==> src/rtl/td_status_update.sv <==
module td_status_update (
  input  logic        clk,
  input  logic        rst_n,
  input  logic        in_valid,
  input  logic [31:0] ctrl_in,
  input  logic [31:0] token_in,
  input  logic [2:0]  result,
  input  logic [11:0] xfer_len,
  output logic        out_valid,
  output logic [31:0] ctrl_out,
  output logic [1:0]  cls,
  output logic [1:0]  irq,
  output logic        usb_err,
  output logic [7:0]  pid,
  output logic [6:0]  dev_addr,
  output logic [3:0]  endp,
  output logic [10:0] max_len
);
  localparam logic [7:0] PID_IN    = 8'h69;
  localparam logic [7:0] PID_OUT   = 8'hE1;
  localparam logic [7:0] PID_SETUP = 8'h2D;
  localparam int B_TMO = 18, B_NAK = 19, B_BAB = 20, B_STL = 22, B_ACT = 23;
  localparam int B_IOC = 24, B_ISO = 25, B_SPD = 29;
  localparam logic [1:0] C_DONE = 2'b00, C_SHORT = 2'b01, C_SKIP = 2'b10, C_FATAL = 2'b11;

  logic [7:0]  t_pid;
  logic [10:0] t_max;
  logic        is_in, is_setup, pid_ok;

  assign t_pid    = token_in[7:0];
  assign t_max    = token_in[31:21] + 11'd1;
  assign is_in    = (t_pid == PID_IN);
  assign is_setup = (t_pid == PID_SETUP);
  assign pid_ok   = is_in || is_setup || (t_pid == PID_OUT);

  logic [31:0] c;
  logic [1:0]  k, q, cnt;
  logic        e, retry;

  always_comb begin
    c     = ctrl_in;
    k     = C_SKIP;
    q     = 2'b00;
    e     = 1'b0;
    retry = 1'b0;
    cnt   = ctrl_in[28:27];
    if (!ctrl_in[B_ACT]) begin
      k = C_SKIP;
    end else if (!pid_ok) begin
      k = C_FATAL;
    end else begin
      if (ctrl_in[B_ISO]) c[B_ACT] = 1'b0;
      case (result)
        3'd0: begin
          c[10:0]  = xfer_len[10:0] - 11'd1;
          c[B_ACT] = 1'b0;
          c[B_NAK] = 1'b0;
          q[0]     = ctrl_in[B_IOC];
          if (is_in && (xfer_len > {1'b0, t_max})) begin
            c[B_BAB] = 1'b1;
            c[B_STL] = 1'b1;
            e        = 1'b1;
          end else if (ctrl_in[B_SPD] && (xfer_len < {1'b0, t_max})) begin
            k    = C_SHORT;
            q[1] = 1'b1;
          end else begin
            k = C_DONE;
          end
        end
        3'd1: begin
          c[B_STL] = 1'b1;
          c[B_ACT] = 1'b0;
          e        = 1'b1;
          q[0]     = ctrl_in[B_IOC];
        end
        3'd2: begin
          c[B_BAB] = 1'b1;
          c[B_STL] = 1'b1;
          c[B_ACT] = 1'b0;
          e        = 1'b1;
          q[0]     = ctrl_in[B_IOC];
        end
        3'd3: begin
          c[B_NAK] = 1'b1;
          retry    = is_setup;
        end
        default: retry = 1'b1;
      endcase
      if (retry) begin
        c[B_TMO] = 1'b1;
        if (cnt != 2'd0) begin
          cnt = cnt - 2'd1;
          if (cnt == 2'd0) begin
            c[B_ACT] = 1'b0;
            e        = 1'b1;
            q[0]     = ctrl_in[B_IOC];
          end
        end
        c[28:27] = cnt;
      end
    end
  end

  always_ff @(posedge clk) begin
    if (!rst_n) begin
      out_valid <= 1'b0;
      ctrl_out  <= '0;
      cls       <= C_DONE;
      irq       <= 2'b00;
      usb_err   <= 1'b0;
      pid       <= '0;
      dev_addr  <= '0;
      endp      <= '0;
      max_len   <= '0;
    end else begin
      out_valid <= in_valid;
      if (in_valid) begin
        ctrl_out <= c;
        cls      <= k;
        irq      <= q;
        usb_err  <= e;
        pid      <= t_pid;
        dev_addr <= token_in[14:8];
        endp     <= token_in[18:15];
        max_len  <= t_max;
      end
    end
  end
endmodule

==> config.mk <==
export PLATFORM = sky130hd
export DESIGN_NAME = td_status_update
export DESIGN_NICKNAME = d
export VERILOG_FILES = /design/src/rtl/td_status_update.sv
export SDC_FILE = /design/constraint.sdc
export NUM_CORES = 1
export LEC_CHECK = 0
export ABC_AREA = 1
export BUFFER_PORTS_ARGS = -buffer_cell sky130_fd_sc_hd__buf_2
export CORE_ASPECT_RATIO = 1.2
export CORE_MARGIN = 2
export CORE_UTILIZATION = 30
export CTS_CLUSTER_DIAMETER = 150
export DETAILED_ROUTE_END_ITERATION = 6
export SYNTH_ARGS = -nofsm -noshare
export SYNTH_HDL_FRONTEND = slang
export SYNTH_SLANG_ARGS = --single-unit
==> constraint.sdc <==
create_clock -name clk -period 2.35 [get_ports clk]
set_clock_uncertainty 0.2 [all_clocks]
set_input_delay 0.1175 -clock clk [delete_from_list [all_inputs] [get_ports clk]]
set_output_delay 0.1175 -clock clk [all_outputs]
set_load 0.03 [all_outputs]
# [After elaboration in Yosys (flattened, before gate mapping)]
# Cells that the tools add are included.
[classes] addsub=3 magnitude_cmp=2 eq_ne=6 muxes=45 reduce_logical=9
[ops] op="11-bit two-way mux" n=3
[ops] op="2-bit two-way mux" n=12
[ops] op="1-bit two-way mux" n=23
[ops] op="12-bit by 11-bit greater-than comparator with 1-bit output" n=1
[ops] op="12-bit by 11-bit < comparator with 1-bit output" n=1
[ops] op="11-bit by 1-bit adder with 11-bit output (second input constant)" n=1
[ops] op="11-bit by 1-bit subtractor with 11-bit output (second input constant)" n=1
[ops] op="8-bit by 6-bit equality test with 1-bit output (second input constant)" n=1
[ops] op="8-bit by 7-bit equality test with 1-bit output (second input constant)" n=1
[ops] op="8-bit equality test (second input constant)" n=1
[ops] op="1-bit one-hot mux with 2 select lines" n=4
[ops] op="3-bit by 2-bit equality test with 1-bit output (second input constant)" n=2
[ops] op="3-bit two-way mux" n=2
[ops] op="2-bit one-hot mux with 2 select lines" n=1
[ops] op="3-bit by 1-bit equality test with 1-bit output (second input constant)" n=1
[ops] op="3-bit logical NOT" n=1
[ops] op="3-bit OR reduction" n=1
[ops] op="1-bit logical AND" n=2
[ops] op="2-bit logical NOT" n=1
[ops] op="1-bit logical OR" n=2
[ops] op="2-bit nonzero test" n=1
[ops] op="2-bit OR reduction" n=1
[ops] op="2-bit by 1-bit subtractor with 2-bit output (second input constant)" n=1
[totals] register_bits=68 input_bits=82 out_inout_bits=68 wordCells=74

# [Logic depth before layout (Yosys ltp)]
# Gate-level depths: netlist of run 1.
[logic_depth] word_depth=10 mapped_depth=22 depth_no_buf=22

# [Worst setup path after synthesis of run 1]
# No wires, ideal clock.
[synth_timing] path_type="in2reg" from="in token_in[21]" to="reg usb_err" setup_time_ns=0.112 arrival_ns=1.901 setup_slack_ns=0.137 stages=20 cell_sequence="ha_1 > nand4_1 > nor2_1 > nand3_1 > xnor2_1 > inv_1 > ha_1 > inv_1 > nor2_1 > nand2_1 > nor2_1 > nand2_1 > nand2_1 > inv_1 > nand2_1 > nand2_1 > nand2_1 > nand2_1 > nand2_1 > nand2_1"
[synth_via] elab_chain_len=10
[synth_lines] element="start, declared" line_no="6" rtl="input logic [31:0] token_in,"
[synth_lines] element="11-bit by 1-bit adder with 11-bit output (*)" line_no="31" rtl="assign t_max = token_in[31:21] + 11'd1;"
[synth_lines] element="12-bit by 11-bit greater-than comparator with 1-bit output (*)" line_no="59" rtl="if (is_in && (xfer_len > {1'b0, t_max})) begin"
[synth_lines] element="1-bit logical AND (*)" line_no="59"
[synth_lines] element="1-bit two-way mux (*)" line_no="59"
[synth_lines] element="1-bit one-hot mux with 2 select lines (*)" line_no="53" rtl="case (result)"
[synth_lines] element="1-bit two-way mux" line_no="93" rtl="if (cnt == 2'd0) begin"
[synth_lines] element="1-bit two-way mux" line_no="91" rtl="if (cnt != 2'd0) begin"
[synth_lines] element="1-bit two-way mux (*)" line_no="89" rtl="if (retry) begin"
[synth_lines] element="1-bit two-way mux (*)" line_no="49" rtl="end else if (!pid_ok) begin"
[synth_lines] element="1-bit two-way mux (*)" line_no="47" rtl="if (!ctrl_in[B_ACT]) begin"
[synth_lines] element="end signal, assigned" line_no="110" rtl="usb_err <= 1'b0;"
[synth_lines] element="end signal, assigned" line_no="121" rtl="usb_err <= e;"
[synth_lines] element="end, declared" line_no="13" rtl="output logic usb_err,"
# Mark *: on every way between the ends. The rest lies on a longest branch, timed or not.
# A chain may end at the register's enable or synchronous reset.

==> metrics, run 1 <==
PD cells 614 mW/mm^2; Rows 41; Antenna diodes 0; Finished Layout Cells 810; fin. max-slew vios 0; die width 99.7 um; Crit path required time 2.43 ns; Tot GR Track Use 17.9%; Clock Pin Slew Worst Setup and Hold Paths 0.05 ns; fin crit share 94.8%; f_max 449 MHz; Final Setup Violations 0; drt first pass iters 5; 1st-iter DRT viols 112; Max Cap Viol 0; H-Tree Depth 3; floorplan core area 0.0106 mm^2; Syn Std Cell Area 0.00329 mm^2; global route overflow 0; initial antenna violation count 0; Fin Hold WS 0.00575 ns; die height 119 um; Ys Warns 0; CTS buffer count 9; unrepaired setup endpoints after global routing true; clock sinks 68; CTS tree yes; critical path's slowest cell dlygate4sd3_1; fin crit period 2.23 ns; commonest non-fill, non-tap cells in the layout buf_2, nand2_1, dfxtp_1, dlygate4sd3_1, inv_1; crit path DAT 2.30 ns; hpwl dp 7680 um; Area growth, synth to finish 60.1%; most frequent cell on the critical path dlygate4sd3_1; fin nets 773; first-pass GRT wire length 16800 um; post-layout power 3240 uW; Largest stage delay, worst path 0.55 ns; Die ar. 0.0118 mm^2; number of global-route vias before repair 3690; most common cell after layout, fill and taps aside buf_2; Pleak 0.00276 uW; Final Hold Viols 0; routability cong. 0.895; WS Path Type in -> reg; nature of the critical path startpoint primary input; dpl cells 728; DR WL/cell 13.1 um; Util after Layout 49.7%; Rel. slew slack 71.2%; Bufs on Longest Clock Path 2; Final ANT Viol Nets 0; port buffer count 147; # DRC 0; library cells used by synthesis 25; CP Max Fanout 32; largest net degree at the start of global routing 33; Critical Path Sink Type flop; Root Buffer clkbuf_16; outcome completed; Routed Wire Length 10600 um; Ports 150; Worst-Skew Late Latency 0.33 ns; layout cell share with drive strength beyond 1 30.1%; sequential area share after synthesis 41.3%; Vias 3709; worst slew pin tran 0.429 ns; CP Cell Sequence dlygate4sd3_1 > buf_2 > inv_1 > nor2_4 > buf_4 > nand2_1 > o21ai_1 > dlygate4sd3_1; Vias/cell 4.58; flops & latches, synth 68; Mapped Cells 451; Mapped Nets 546; Mean Syn Cell Area 7.30 um^2; Initial Util 31.0%; total negative setup slack 0 ns; worst vdd ir 0.281 mV; Hold WC Path Type in -> reg
==> synth_stat cells, drive strengths merged <==
cell type | count | area share, %
o21ai | 33 | 5.2
nand2 | 136 | 15
inv | 56 | 6.4
xor2 | 6 | 1.6
nor3 | 7 | 1.1
clkbuf | 5 | 0.57
ha | 13 | 4.9
or2 | 2 | 0.38
nand3 | 25 | 4.3
xnor2 | 8 | 2.1
dfxtp | 68 | 41
a21oi | 10 | 1.6
a22o | 25 | 6.6
buf | 10 | 1.7
nor2 | 41 | 5.0
nand4 | 6 | 1.6
==> where the power goes <==
part / internal, uW / switching (uW) / total, uW
logic: 270 / 377 / 647
registers: 1220 / 33.6 / 1260
clock network: 865 / 470 / 1340
==> logic make-up (layout without fill, tap and decap cells) <==
group,after synthesis,in the layout,synth area share (%)
AO/OA/AOI/OAI,68,68,13.5
XOR/XNOR,14,14,3.72
AND/OR/NAND/NOR,217,217,27.8
flip-flops,68,68,41.3
buffers and inverters,71,301,8.66
adder cells (fa/ha/maj),13,13,4.94
==> path summary, 6_finish.rpt <==
| kind | startpoint | endpoint | slack, ns | depth (start not counted) |
|---|---|---|---|---|
| max | rst_n | ctrl_out[28]$_SDFFE_PN0P_ | 0.12 | 8 |
| min | xfer_len[2] | ctrl_out[2]$_SDFFE_PN0P_ | 0.006 | 5 |
| max reg2reg | ctrl_out[18]$_SDFFE_PN0P_ | ctrl_out[18]$_SDFFE_PN0P_ | 0.98 | 3 |
| min reg2reg | ctrl_out[5]$_SDFFE_PN0P_ | ctrl_out[5]$_SDFFE_PN0P_ | 0.25 | 2 |
==> layout make-up <==
| class | instances | area (um^2) |
|---|---|---|
| inverter | 56 | 214 |
| clock inverter | 2 | 35.0 |
| fill | 1029 | 5340 |
| timing repair buffer | 231 | 1550 |
| multi-input combinational | 312 | 1700 |
| tap | 129 | 161 |
| clock buffer | 12 | 256 |
| sequential | 68 | 1360 |
==> worst max-delay path: cells and delay by family <==
kind,cells,cell delay (ns)
buffers and inverters,5,1.75
AOI/OAI and AO/OA,1,0.08
and+or+nand+nor,2,0.35
==> registers in the layout, summed over array words and instances (netlist names) <==
register and count:
cls 2, ctrl_out 32, dev_addr 7, endp 4
irq 2, max_len 11, out_valid 1, pid 8
usb_err 1
==> metal layers <==
layer / wire length [um] / global-route usage (%)
met1: 4520 / 20.0
met2: 5270 / 32.4
met3: 615 / 4.38
met4: 182 / 6.25
met5: 0 / 0
==> what timing repair did <==
action,CTS,global route
hold endpoints to repair,57,1
resized for setup,0,19
hold buffers,61,1
buffers inserted,0,8
setup endpoints to repair,0,9
==> metrics by stage <==
stage	cell area (um^2)	setup WS [ns]
after global placement	4250	-0.129
after floorplan	3290	0.137
final	5280	0.122
after CTS	5160	0.0270
after global routing	5280	-0.0259
after detailed placement	4250	-0.208
Power figures use the tool's default switching activity.
==> inputs of run 2 (changes only) <==
--- a/config.mk
+++ b/config.mk
@@ -12,6 +12,8 @@
 export CORE_UTILIZATION = 30
 export CTS_CLUSTER_DIAMETER = 150
 export DETAILED_ROUTE_END_ITERATION = 6
+export HOLD_SLACK_MARGIN = 0.05
 export SYNTH_ARGS = -nofsm -noshare
 export SYNTH_HDL_FRONTEND = slang
 export SYNTH_SLANG_ARGS = --single-unit
+export TNS_END_PERCENT = 1
==> constraint.sdc (replaced) <==
create_clock -name clk -period 2.35 [get_ports clk]
set_clock_uncertainty 0.2 [all_clocks]
set_input_delay 0.47 -clock clk [delete_from_list [all_inputs] [get_ports clk]]
set_output_delay 0.47 -clock clk [all_outputs]
set_load 0.03 [all_outputs]
==> run 2 against run 1 <==
The run now ends with setup timing left; combinational power is 7.1% lower; global-route usage shrank 1.1 points; sequential share of layout area is 2.5 points higher; final area shrank 8.8%; clock-buffer cell count is 2 lower; routed wire length down 6.1%; fmax down 5.9%; die area unchanged; critical path depth is 15 higher; critical path type unchanged; largest power group unchanged; highest routed layer unchanged.
==> metrics, run 2 (same netlist as run 1, synthesis figures left out) <==
routability cong. 0.869 (-2.9%); largest net degree at the start of global routing 34 (+3.0%); die height 119 um (unchanged); sequential share of power 36.7% (-2.1 points); global route overflow 0 (unchanged); switching share of power 26.4% (-0.76 points); Final Setup Violations 1 (+1); CTS buffer count 9 (unchanged); Rel. slew slack 68.8% (-2.4 points); dpl cells 736 (+1.1%); Util after Layout 45.3% (-4.4 points); Critical Path Sink Type flop; Vias 3548 (-4.3%); Finished Layout Cells 755 (-6.8%); PD cells 709 mW/mm^2 (+16%); unrepaired setup endpoints after global routing true; Hold WC Path Type in -> reg; Routed Wire Length 9930 um (-6.1%); drt first pass iters 6 (+1); fin area 0.00481 mm^2 (-8.8%); R2R setup slack 1.50 ns (+0.52 ns); Comb power frac 17.6% (-2.4 points); port buffer count 147 (unchanged); Max Cap Viol 0 (unchanged); worst vdd ir 0.372 mV (+33%); P_sw 902 uW (+2.4%); nature of the critical path startpoint primary input; largest register by flop count ctrl_out; Clock Pin Slew Worst Setup and Hold Paths 0.06 ns (about the same); Antenna diodes 0 (unchanged); failing checks setup timing; post-layout power 3410 uW (+5.4%); Worst-Skew Late Latency 0.33 ns (about the same); H-Tree Depth 3 (unchanged); outcome finished with violations; Final Hold Viols 0 (unchanged); reg2reg end ctrl_out[22]$_SDFFE_PN0P_; CTS tree yes; layout cell share with drive strength beyond 1 35.8% (+5.7 points); worst reg2reg path depth 2 (-1); final setup margin -0.0167 ns (-0.138 ns); placed cell areas 0.00430 mm^2 (+1.2%); Tot GR Track Use 16.7% (-1.1 points); commonest non-fill, non-tap cells in the layout buf_2, nand2_1, dfxtp_1, inv_1, nor2_1; Largest register FFs 32 (unchanged); f_max 423 MHz (-5.9%); floorplan core area 0.0106 mm^2 (unchanged); number of global-route vias before repair 3390 (-8.1%); die width 99.7 um (unchanged); Vias/cell 4.70 (+2.6%); Die ar. 0.0118 mm^2 (unchanged); fin nets 716 (-7.4%); fin crit period 2.37 ns (+0.138 ns); fin. max-slew vios 0 (unchanged); largest registers ctrl_out (32), max_len (11), pid (8); first-pass GRT wire length 15700 um (-6.6%); initial antenna violation count 0 (unchanged); Pleak 0.00254 uW (-7.9%); 1st-iter DRT viols 99 (-12%); fin crit share 101% (+5.9 points); Hold Buf Count CTS 0 (-100%); most common cell after layout, fill and taps aside buf_2; end point of the critical path usb_err$_SDFFE_PN0P_; worst slew pin tran 0.465 ns (+0.0356 ns); hpwl dp 7630 um (-0.64%); # DRC 0 (unchanged); Fin Hold WS 0.144 ns (+0.138 ns); clock sinks 68 (unchanged); Ports 150 (unchanged); Initial Util 31.0% (unchanged); Final ANT Viol Nets 0 (unchanged); WS Path Type in -> reg; crit path DAT 2.39 ns (+0.09 ns); reg-to-reg startpoint ctrl_out[22]$_SDFFE_PN0P_; Setup crit start token_in[23]; clock share of power 45.7% (+4.5 points); CP Max Fanout 3 (-91%); internal power 2510 uW (+6.5%); DR WL/cell 13.2 um (+0.71%); Root Buffer clkbuf_16; Crit path required time 2.38 ns (-0.05 ns); Worst Hold Depth 2 (-3); Area growth, synth to finish 46.1%; Bufs on Longest Clock Path 2 (unchanged); Rows 41 (unchanged)
run 2: changes by cell type in the layout (fill, tap and decap cells not counted), sizes merged:
cell | previous run | this run
dlygate4sd3 | 60 | 0
buf | 170 | 174
bufinv | 1 | 3
clkbuf | 12 | 10
clkinv | 1 | 2
dlymetal6s4s | 1 | 0
inv | 55 | 56
run 2: how the worst min path moves through the flow:
stage	startpoint	to	slack [ns]
final	token_in[21]	max_len[0]$_SDFFE_PN0P_	0.14
after global routing	token_in[21]	max_len[0]$_SDFFE_PN0P_	0.14
after CTS	token_in[21]	max_len[0]$_SDFFE_PN0P_	0.13
after detailed placement	ctrl_out[9]$_SDFFE_PN0P_	ctrl_out[9]$_SDFFE_PN0P_	0.24
after global placement	ctrl_out[29]$_SDFFE_PN0P_	ctrl_out[29]$_SDFFE_PN0P_	0.23
after floorplan	ctrl_out[29]$_SDFFE_PN0P_	ctrl_out[29]$_SDFFE_PN0P_	0.37
run 2: power groups by stage:
stage	Combinational [uW]	Clock (uW)	Sequential, uW
finish	601	1560	1250
global route	660	1660	1260
CTS	581	1610	1250
detailed placement	571	0	1280
global placement	563	0	1280
floorplan	198	0	1410
run 2: layer usage:
metal	global-route usage [%]	vias to the layer above	share of wire [%]
li1	-	1793	-
met1	19.2	1584	43
met2	29.1	155	49
met3	4.14	16	6.7
met4	7.19	0	1.5
met5	0	-	0
run 2: critical path, stage by stage:
cell and delay, ns:
buf_2 0.11, nand2_2 0.05, nor2_2 0.13, nand2_2 0.09
nor2_4 0.12, nand2_2 0.07, nor2_2 0.12, or2_4 0.13
nand2_4 0.06, ha_4 0.27, nand2_2 0.05, inv_2 0.05
nand2_2 0.06, nor2_4 0.12, nand2_1 0.06, nand2_1 0.06
inv_1 0.04, nand2_2 0.07, nand2_2 0.05, nand2_1 0.06
nand2_1 0.04, nand2_1 0.05, nand2_1 0.04
run 2: timing repair:
| item | in CTS | in global routing |
|---|---|---|
| setup endpoints to repair | 6 | 6 |
| gates cloned | 0 | 0 |
| pin swaps | 12 | 20 |
| gates resized for setup | 11 | 23 |
| setup buffers | 1 | 3 |
run 2: area by class of cell:
cell class	count	area (um^2)
fill	1114	5810
multi-input combinational	312	1770
sequential	68	1360
timing repair buffer	174	958
clock buffer	10	239
inverter	56	210
tap	129	161
clock inverter	6	111
run 2: through the flow:
stage	setup TNS, ns	worst slack, ns
after global routing	-0.895	-0.194
after CTS	-0.278	-0.0825
after global placement	-2.40	-0.457
after detailed placement	-2.86	-0.534
final	-0.0167	-0.0167
after floorplan	-0.864	-0.203
